`src/rtl/cdt_pkg.sv`:
```
package cdt_pkg;
  localparam int OFF_ENTRY = 'h320;
  localparam int OFF_START = 'h380;
  localparam int OFF_LIVE  = 'h390;
  localparam int OFF_DSEL  = 'h3E0;

  localparam int SHIFT_W     = 3;
  localparam int MASK_BIT    = 16;
  localparam int RO_BIT_A    = 12;
  localparam int RO_BIT_B    = 14;
  localparam logic [31:0] DSEL_KEEP = 32'h0000_000B;

  typedef enum logic [2:0] {
    SEL_NONE,
    SEL_ENTRY,
    SEL_START,
    SEL_LIVE,
    SEL_DSEL
  } reg_sel_e;
endpackage

```
`src/rtl/cdt_regs.sv`:
```
module cdt_regs
  import cdt_pkg::*;
#(
  parameter int DATA_W = 32,
  parameter int ADDR_W = 12
) (
  input  logic              clk,
  input  logic              rst_n,
  input  logic [ADDR_W-1:0] bus_addr,
  input  logic              bus_wr,
  input  logic [DATA_W-1:0] bus_wdata,
  input  logic              bus_rd,
  input  logic [DATA_W-1:0] live_cnt,
  output logic [DATA_W-1:0] bus_rdata,
  output logic              bus_err,
  output logic [DATA_W-1:0] entry_q,
  output logic              load,
  output logic [DATA_W-1:0] load_val,
  output logic [SHIFT_W-1:0] shift_sel
);
  localparam int WORD_W = ADDR_W - 3;
  localparam logic [WORD_W-1:0] W_ENTRY = WORD_W'(OFF_ENTRY >> 3);
  localparam logic [WORD_W-1:0] W_START = WORD_W'(OFF_START >> 3);
  localparam logic [WORD_W-1:0] W_LIVE  = WORD_W'(OFF_LIVE >> 3);
  localparam logic [WORD_W-1:0] W_DSEL  = WORD_W'(OFF_DSEL >> 3);
  localparam logic [DATA_W-1:0] RO_MASK =
    (DATA_W'(1) << RO_BIT_A) | (DATA_W'(1) << RO_BIT_B);
  localparam logic [DATA_W-1:0] ENTRY_RST = DATA_W'(1) << MASK_BIT;
  localparam logic [DATA_W-1:0] KEEP = DATA_W'(DSEL_KEEP);

  logic [WORD_W-1:0] word;
  logic [2:0]        unused_byte;
  reg_sel_e          sel;
  logic [DATA_W-1:0] start_q, dsel_q, rmux;
  logic [SHIFT_W-1:0] code;

  assign word        = bus_addr[ADDR_W-1:3];
  assign unused_byte = bus_addr[2:0];

  always_comb begin
    if      (word == W_ENTRY) sel = SEL_ENTRY;
    else if (word == W_START) sel = SEL_START;
    else if (word == W_LIVE)  sel = SEL_LIVE;
    else if (word == W_DSEL)  sel = SEL_DSEL;
    else                      sel = SEL_NONE;
  end

  always_comb begin
    case (sel)
      SEL_ENTRY: rmux = entry_q;
      SEL_START: rmux = start_q;
      SEL_LIVE:  rmux = live_cnt;
      SEL_DSEL:  rmux = dsel_q;
      default:   rmux = '0;
    endcase
  end

  always_ff @(posedge clk) begin
    if (!rst_n) begin
      entry_q <= ENTRY_RST;
      start_q <= '0;
      dsel_q  <= '0;
    end else if (bus_wr) begin
      case (sel)
        SEL_ENTRY: entry_q <= (bus_wdata & ~RO_MASK) | (entry_q & RO_MASK);
        SEL_START: start_q <= bus_wdata;
        SEL_DSEL:  dsel_q  <= bus_wdata & KEEP;
        default:   ;
      endcase
    end
  end

  always_ff @(posedge clk) begin
    if (!rst_n) begin
      bus_rdata <= '0;
      bus_err   <= 1'b0;
    end else begin
      bus_err <= (bus_rd || bus_wr) && (sel == SEL_NONE);
      if (bus_rd) bus_rdata <= rmux;
    end
  end

  assign load      = bus_wr && (sel == SEL_START);
  assign load_val  = bus_wdata;
  assign code      = {dsel_q[3], dsel_q[1:0]};
  assign shift_sel = code + SHIFT_W'(1);
endmodule

```
`src/rtl/cdt_prescale.sv`:
```
module cdt_prescale
  import cdt_pkg::*;
(
  input  logic               clk,
  input  logic               rst_n,
  input  logic               restart,
  input  logic               run,
  input  logic [SHIFT_W-1:0] shift_in,
  output logic               tick
);
  localparam int PRE_W = (1 << SHIFT_W) - 1;

  logic [PRE_W-1:0]   pre;
  logic [SHIFT_W-1:0] shift_q;
  logic [PRE_W:0]     span, lim;

  assign span = (PRE_W+1)'(1) << shift_q;
  assign lim  = span - (PRE_W+1)'(1);
  assign tick = run && !restart && (pre == lim[PRE_W-1:0]);

  always_ff @(posedge clk) begin
    if (!rst_n) begin
      pre     <= '0;
      shift_q <= '0;
    end else if (restart) begin
      pre     <= '0;
      shift_q <= shift_in;
    end else if (run) begin
      pre <= tick ? '0 : pre + PRE_W'(1);
    end
  end
endmodule

```
`src/rtl/cdt_counter.sv`:
```
module cdt_counter #(
  parameter int DATA_W = 32
) (
  input  logic              clk,
  input  logic              rst_n,
  input  logic              load,
  input  logic [DATA_W-1:0] load_val,
  input  logic              tick,
  input  logic              masked,
  output logic [DATA_W-1:0] cnt,
  output logic              run,
  output logic              irq
);
  assign run = (cnt != '0);

  always_ff @(posedge clk) begin
    if (!rst_n) begin
      cnt <= '0;
      irq <= 1'b0;
    end else if (load) begin
      cnt <= load_val;
      irq <= 1'b0;
    end else if (tick && run) begin
      cnt <= cnt - DATA_W'(1);
      irq <= (cnt == DATA_W'(1)) && !masked;
    end else begin
      irq <= 1'b0;
    end
  end
endmodule

```
`src/rtl/cdt_timer.sv`:
```
module cdt_timer
  import cdt_pkg::*;
#(
  parameter int DATA_W = 32,
  parameter int ADDR_W = 12,
  parameter int VEC_W  = 8
) (
  input  logic              clk,
  input  logic              rst_n,
  input  logic [ADDR_W-1:0] bus_addr,
  input  logic              bus_wr,
  input  logic [DATA_W-1:0] bus_wdata,
  input  logic              bus_rd,
  output logic [DATA_W-1:0] bus_rdata,
  output logic              bus_err,
  output logic              irq_pulse,
  output logic [VEC_W-1:0]  irq_vector
);
  logic [DATA_W-1:0]  entry_q, load_val, live_cnt;
  logic               load, tick, run;
  logic [SHIFT_W-1:0] shift_sel;

  cdt_regs #(.DATA_W(DATA_W), .ADDR_W(ADDR_W)) u_regs (
    .clk(clk), .rst_n(rst_n),
    .bus_addr(bus_addr), .bus_wr(bus_wr), .bus_wdata(bus_wdata),
    .bus_rd(bus_rd), .live_cnt(live_cnt),
    .bus_rdata(bus_rdata), .bus_err(bus_err),
    .entry_q(entry_q), .load(load), .load_val(load_val),
    .shift_sel(shift_sel)
  );

  cdt_prescale u_pre (
    .clk(clk), .rst_n(rst_n), .restart(load), .run(run),
    .shift_in(shift_sel), .tick(tick)
  );

  cdt_counter #(.DATA_W(DATA_W)) u_cnt (
    .clk(clk), .rst_n(rst_n), .load(load), .load_val(load_val),
    .tick(tick), .masked(entry_q[MASK_BIT]),
    .cnt(live_cnt), .run(run), .irq(irq_pulse)
  );

  assign irq_vector = entry_q[VEC_W-1:0];
endmodule

```
`config.mk`:
```
export PLATFORM = sky130hd
export DESIGN_NAME = cdt_timer
export DESIGN_NICKNAME = d
export VERILOG_FILES = /design/src/rtl/cdt_pkg.sv /design/src/rtl/cdt_regs.sv /design/src/rtl/cdt_prescale.sv /design/src/rtl/cdt_counter.sv /design/src/rtl/cdt_timer.sv
export SDC_FILE = /design/constraint.sdc
export NUM_CORES = 1
export LEC_CHECK = 0
export ABC_AREA = 1
export BUFFER_PORTS_ARGS = -buffer_cell sky130_fd_sc_hd__buf_2
export CORE_MARGIN = 5
export CORE_UTILIZATION = 35
export CTS_BUF_LIST = sky130_fd_sc_hd__clkbuf_8
export CTS_CLUSTER_DIAMETER = 30
export CTS_CLUSTER_SIZE = 28
export DETAILED_ROUTE_END_ITERATION = 16
export PLACE_DENSITY_LB_ADDON = 0.12
export SLEW_MARGIN = 20
export SYNTH_ARGS = -nofsm -noshare
export SYNTH_HDL_FRONTEND = slang
export SYNTH_SLANG_ARGS = --single-unit
```
`constraint.sdc`:
```
create_clock -name clk -period 4.9 [get_ports clk]
set_clock_uncertainty 0.05 [all_clocks]
set_input_delay 0.49 -clock clk [delete_from_list [all_inputs] [get_ports clk]]
set_output_delay 0.49 -clock clk [all_outputs]
set_load 0.02 [all_outputs]
```
==> run metrics <==
Reg clk slew, reported paths=0.08 ns; vias in the first global route=6783; RSZ-0062 raised after global routing=no; Logic pwr share=43.7%; Yosys reg bits=141; Initial Util=35.3%; net switching fraction of the power=44.4%; post-CTS setup buffer count=0; most common cell after layout, fill and taps aside=nand2_1; Detailed Routing Iterations Pass 1=5; critical path's slowest cell=nand3_1; startpoint types=primary input; first-pass GRT wire length=36.5 mm; most frequent cells in the layout=nand2_1, nor2_1, dfxtp_1, inv_1, buf_2; Switch Pwr=1.87 mW; worst skew pair latency=0.45 ns; Antenna diodes=0; syn_nets=1114; synth warn=0; Setup TNS Final=0 ns; footprint of the flip-flops and latches=2820 sq um; CP required=5.23 ns; clock tree buffer depth=2; Slew Limit Fails=0; gr usage total=19.4%; port buffer count=86; die span in y=152 microns; Compound-Gate Fraction of Synth Area=16.1%; Power per Cell Area=522 nW/um^2; Post-DRT Antenna Nets=0; Die Wd=152 microns; number of DRC markers in iteration 0=445; Ports=90; fin util=40.2%; Die Footprint=23200 sq um; detailed-placement wirelength estimate=15.3 mm; row cnt=52; pin count of the biggest net entering global routing=59; endpoints failing setup=0; filler instances=2209; fin crit period=2.43 ns; gpl congestion=0.876; CP cell instances=buf_2, inv_1, nand2_1, nor2_2, inv_1, nor2_1, nand3_1, inv_2, nand2_1, o21ai_0, nand2_1, a21oi_2; most used cell, CP=nand2_1; hold path depth=3; Post-Route WL=22.1 mm; Pint=2.34 mW; slew at the pin closest to its max-slew limit=1.03 ns; Synth Cell Area=7090 sq um; total CTS buffers=17; area grow syn2layout=14.0%; aggregate global routing overflow=0; antenna violations before repair=0; combinational family with the most area after synthesis=simple AND/OR/NAND/NOR gates; remaining routing DRC violations=0; Max stage delay on crit path=0.71 ns; cells after synthesis=1061; period utilization=49.6%; FMAX=0.411 GHz; status=completed; worst min path class=in2reg; r2r worst-path depth=11; layout cell share with drive strength beyond 1=13.1%; worst ir drop on vdd=0.242 mV; Slew headroom=31.0%; Max Cap Viol=0; Netlist cell types=36; clock power share=23.2%; Final Power=4.22 mW; Via Count=6887; Post-Synth Adder-Cell Area=0.882%; mean number of vias per cell=4.91; Reg power frac=33.0%; sequential cell area fraction in the yosys report=39.8%; LEAKAGE=3.53 nW; Final Hold Fails=0; # hold bufs at CTS=0; post-CTS sizing=0; Routed WL per cell=15.8 microns; CTS sink count=141; Final Net Count=1174; crit end category=flop; critical path class=in2reg; syn_area_per_cell=6.68 sq um; post-synthesis xor/xnor area fraction=2.47%; H-tree depth=4; multi-input logic area=3550 sq um; multiplexer share of the synthesized area=0%; TritonCTS clock tree=built; simple-gate share of the synthesized area=30.5%; Worst EP arrival=2.76 ns; Crit Path Max Fanout=16; core area=20100 sq um; CTS Root Cell=clkbuf_8
synthesized netlist by cell type:
master / count / area (sq um)
clkbuf_1: 31 / 116
nand2_2: 2 / 12.5
a21oi_1: 79 / 395
buf_1: 3 / 11.3
buf_2: 8 / 40.0
nand3_1: 65 / 325
o22ai_1: 12 / 75.1
inv_1: 117 / 439
o221ai_1: 27 / 236
a21oi_2: 1 / 8.76
buf_4: 8 / 60.1
nor3_2: 1 / 10.0
o32ai_1: 1 / 8.76
xor2_1: 18 / 158
nand3_2: 1 / 10.0
dfxtp_1: 141 / 2820
buf_6: 4 / 45.0
o21ai_0: 70 / 350
o211ai_1: 1 / 7.51
inv_2: 3 / 11.3
nor2_1: 152 / 571
nand3b_1: 1 / 7.51
a2111oi_0: 1 / 8.76
xnor2_1: 2 / 17.5
o21ai_1: 1 / 5.00
a211oi_1: 2 / 15.0
nand2_4: 2 / 22.5
clkinv_1: 2 / 7.51
nor3_1: 7 / 35.0
ha_1: 5 / 62.6
nand2_1: 270 / 1010
nor4b_2: 1 / 15.0
nor2_4: 5 / 56.3
nor2_2: 4 / 25.0
nand4_1: 9 / 56.3
o21bai_1: 4 / 30.0
metal layers:
layer	part of all wire, %	global-route usage (%)	vias up	routed length, microns
met1	49	26.7	3185	10900
met5	0	0	-	0
met3	3.9	3.72	18	853
met2	46	31.5	144	10100
met4	1.1	4.71	0	239
li1	-	-	3540	-
flip-flops by register name (all words and copies together), names as in the netlist:
name / count
u_cnt.cnt: 32
u_regs.entry_q: 30
u_regs.bus_rdata: 32
u_regs.start_q: 32
u_pre.pre: 7
u_pre.shift_q: 3
u_cnt.irq: 1
u_regs.dsel_q: 3
u_regs.bus_err: 1
critical path, delay by kind of cell:
family / cells / cell delay [ns]
AO/OA/AOI/OAI: 2 / 0.23
AND/OR/NAND/NOR: 6 / 1.33
buffers and inverters: 4 / 0.70
final timing paths:
check / startpoint / end / slack, ns
max: bus_addr[10] / u_cnt.cnt[12]$_SDFFE_PN0P_ / 2.47
min: bus_wdata[30] / u_regs.entry_q[30]$_SDFFE_PN0P_ / 0.23
max reg2reg: u_cnt.cnt[2]$_SDFFE_PN0P_ / u_cnt.cnt[12]$_SDFFE_PN0P_ / 2.56
min reg2reg: u_regs.bus_rdata[20]$_SDFFE_PN0P_ / u_regs.bus_rdata[20]$_SDFFE_PN0P_ / 0.41
layout make-up:
type                       count  share of cell area (%)
timing repair buffer          95                    6.16
sequential                   141                    34.9
clock buffer                  24                    4.09
multi-input combinational    744                    43.9
tap                          270                    4.18
clock inverter                 7                    1.05
inverter                     122                    5.67
kinds of logic after synthesis:
kind of cell             count (synthesis)
AO/OA/AOI/OAI                          199
XOR/XNOR                                20
adder cells (fa/ha/maj)                  5
buffers and inverters                  176
flip-flops                             141
AND/OR/NAND/NOR                        520
per-stage QoR:
stage               worst slack (ns)  cell area [sq um]  std cells  hold slack [ns]
finish                          2.47               8080       1403            0.228
global route                    2.30               8080       1403            0.221
CTS                             2.49               8080       1403            0.192
detailed placement              2.01               7660       1372            0.403
global placement                2.08               7660       1372            0.402
floorplan                       3.13               7090       1061            0.395
power by group through the flow:
stage	clock [mW]	combinational, mW	sequential (mW)
3_5_place_dp	0	1.82	1.42
4_1_cts	1.01	1.83	1.39
2_1_floorplan	0	1.40	1.37
5_1_grt	1.07	2.10	1.41
3_3_place_gp	0	1.82	1.42
6_report	0.980	1.84	1.39
No activity file was read; power rests on OpenSTA's default activity.
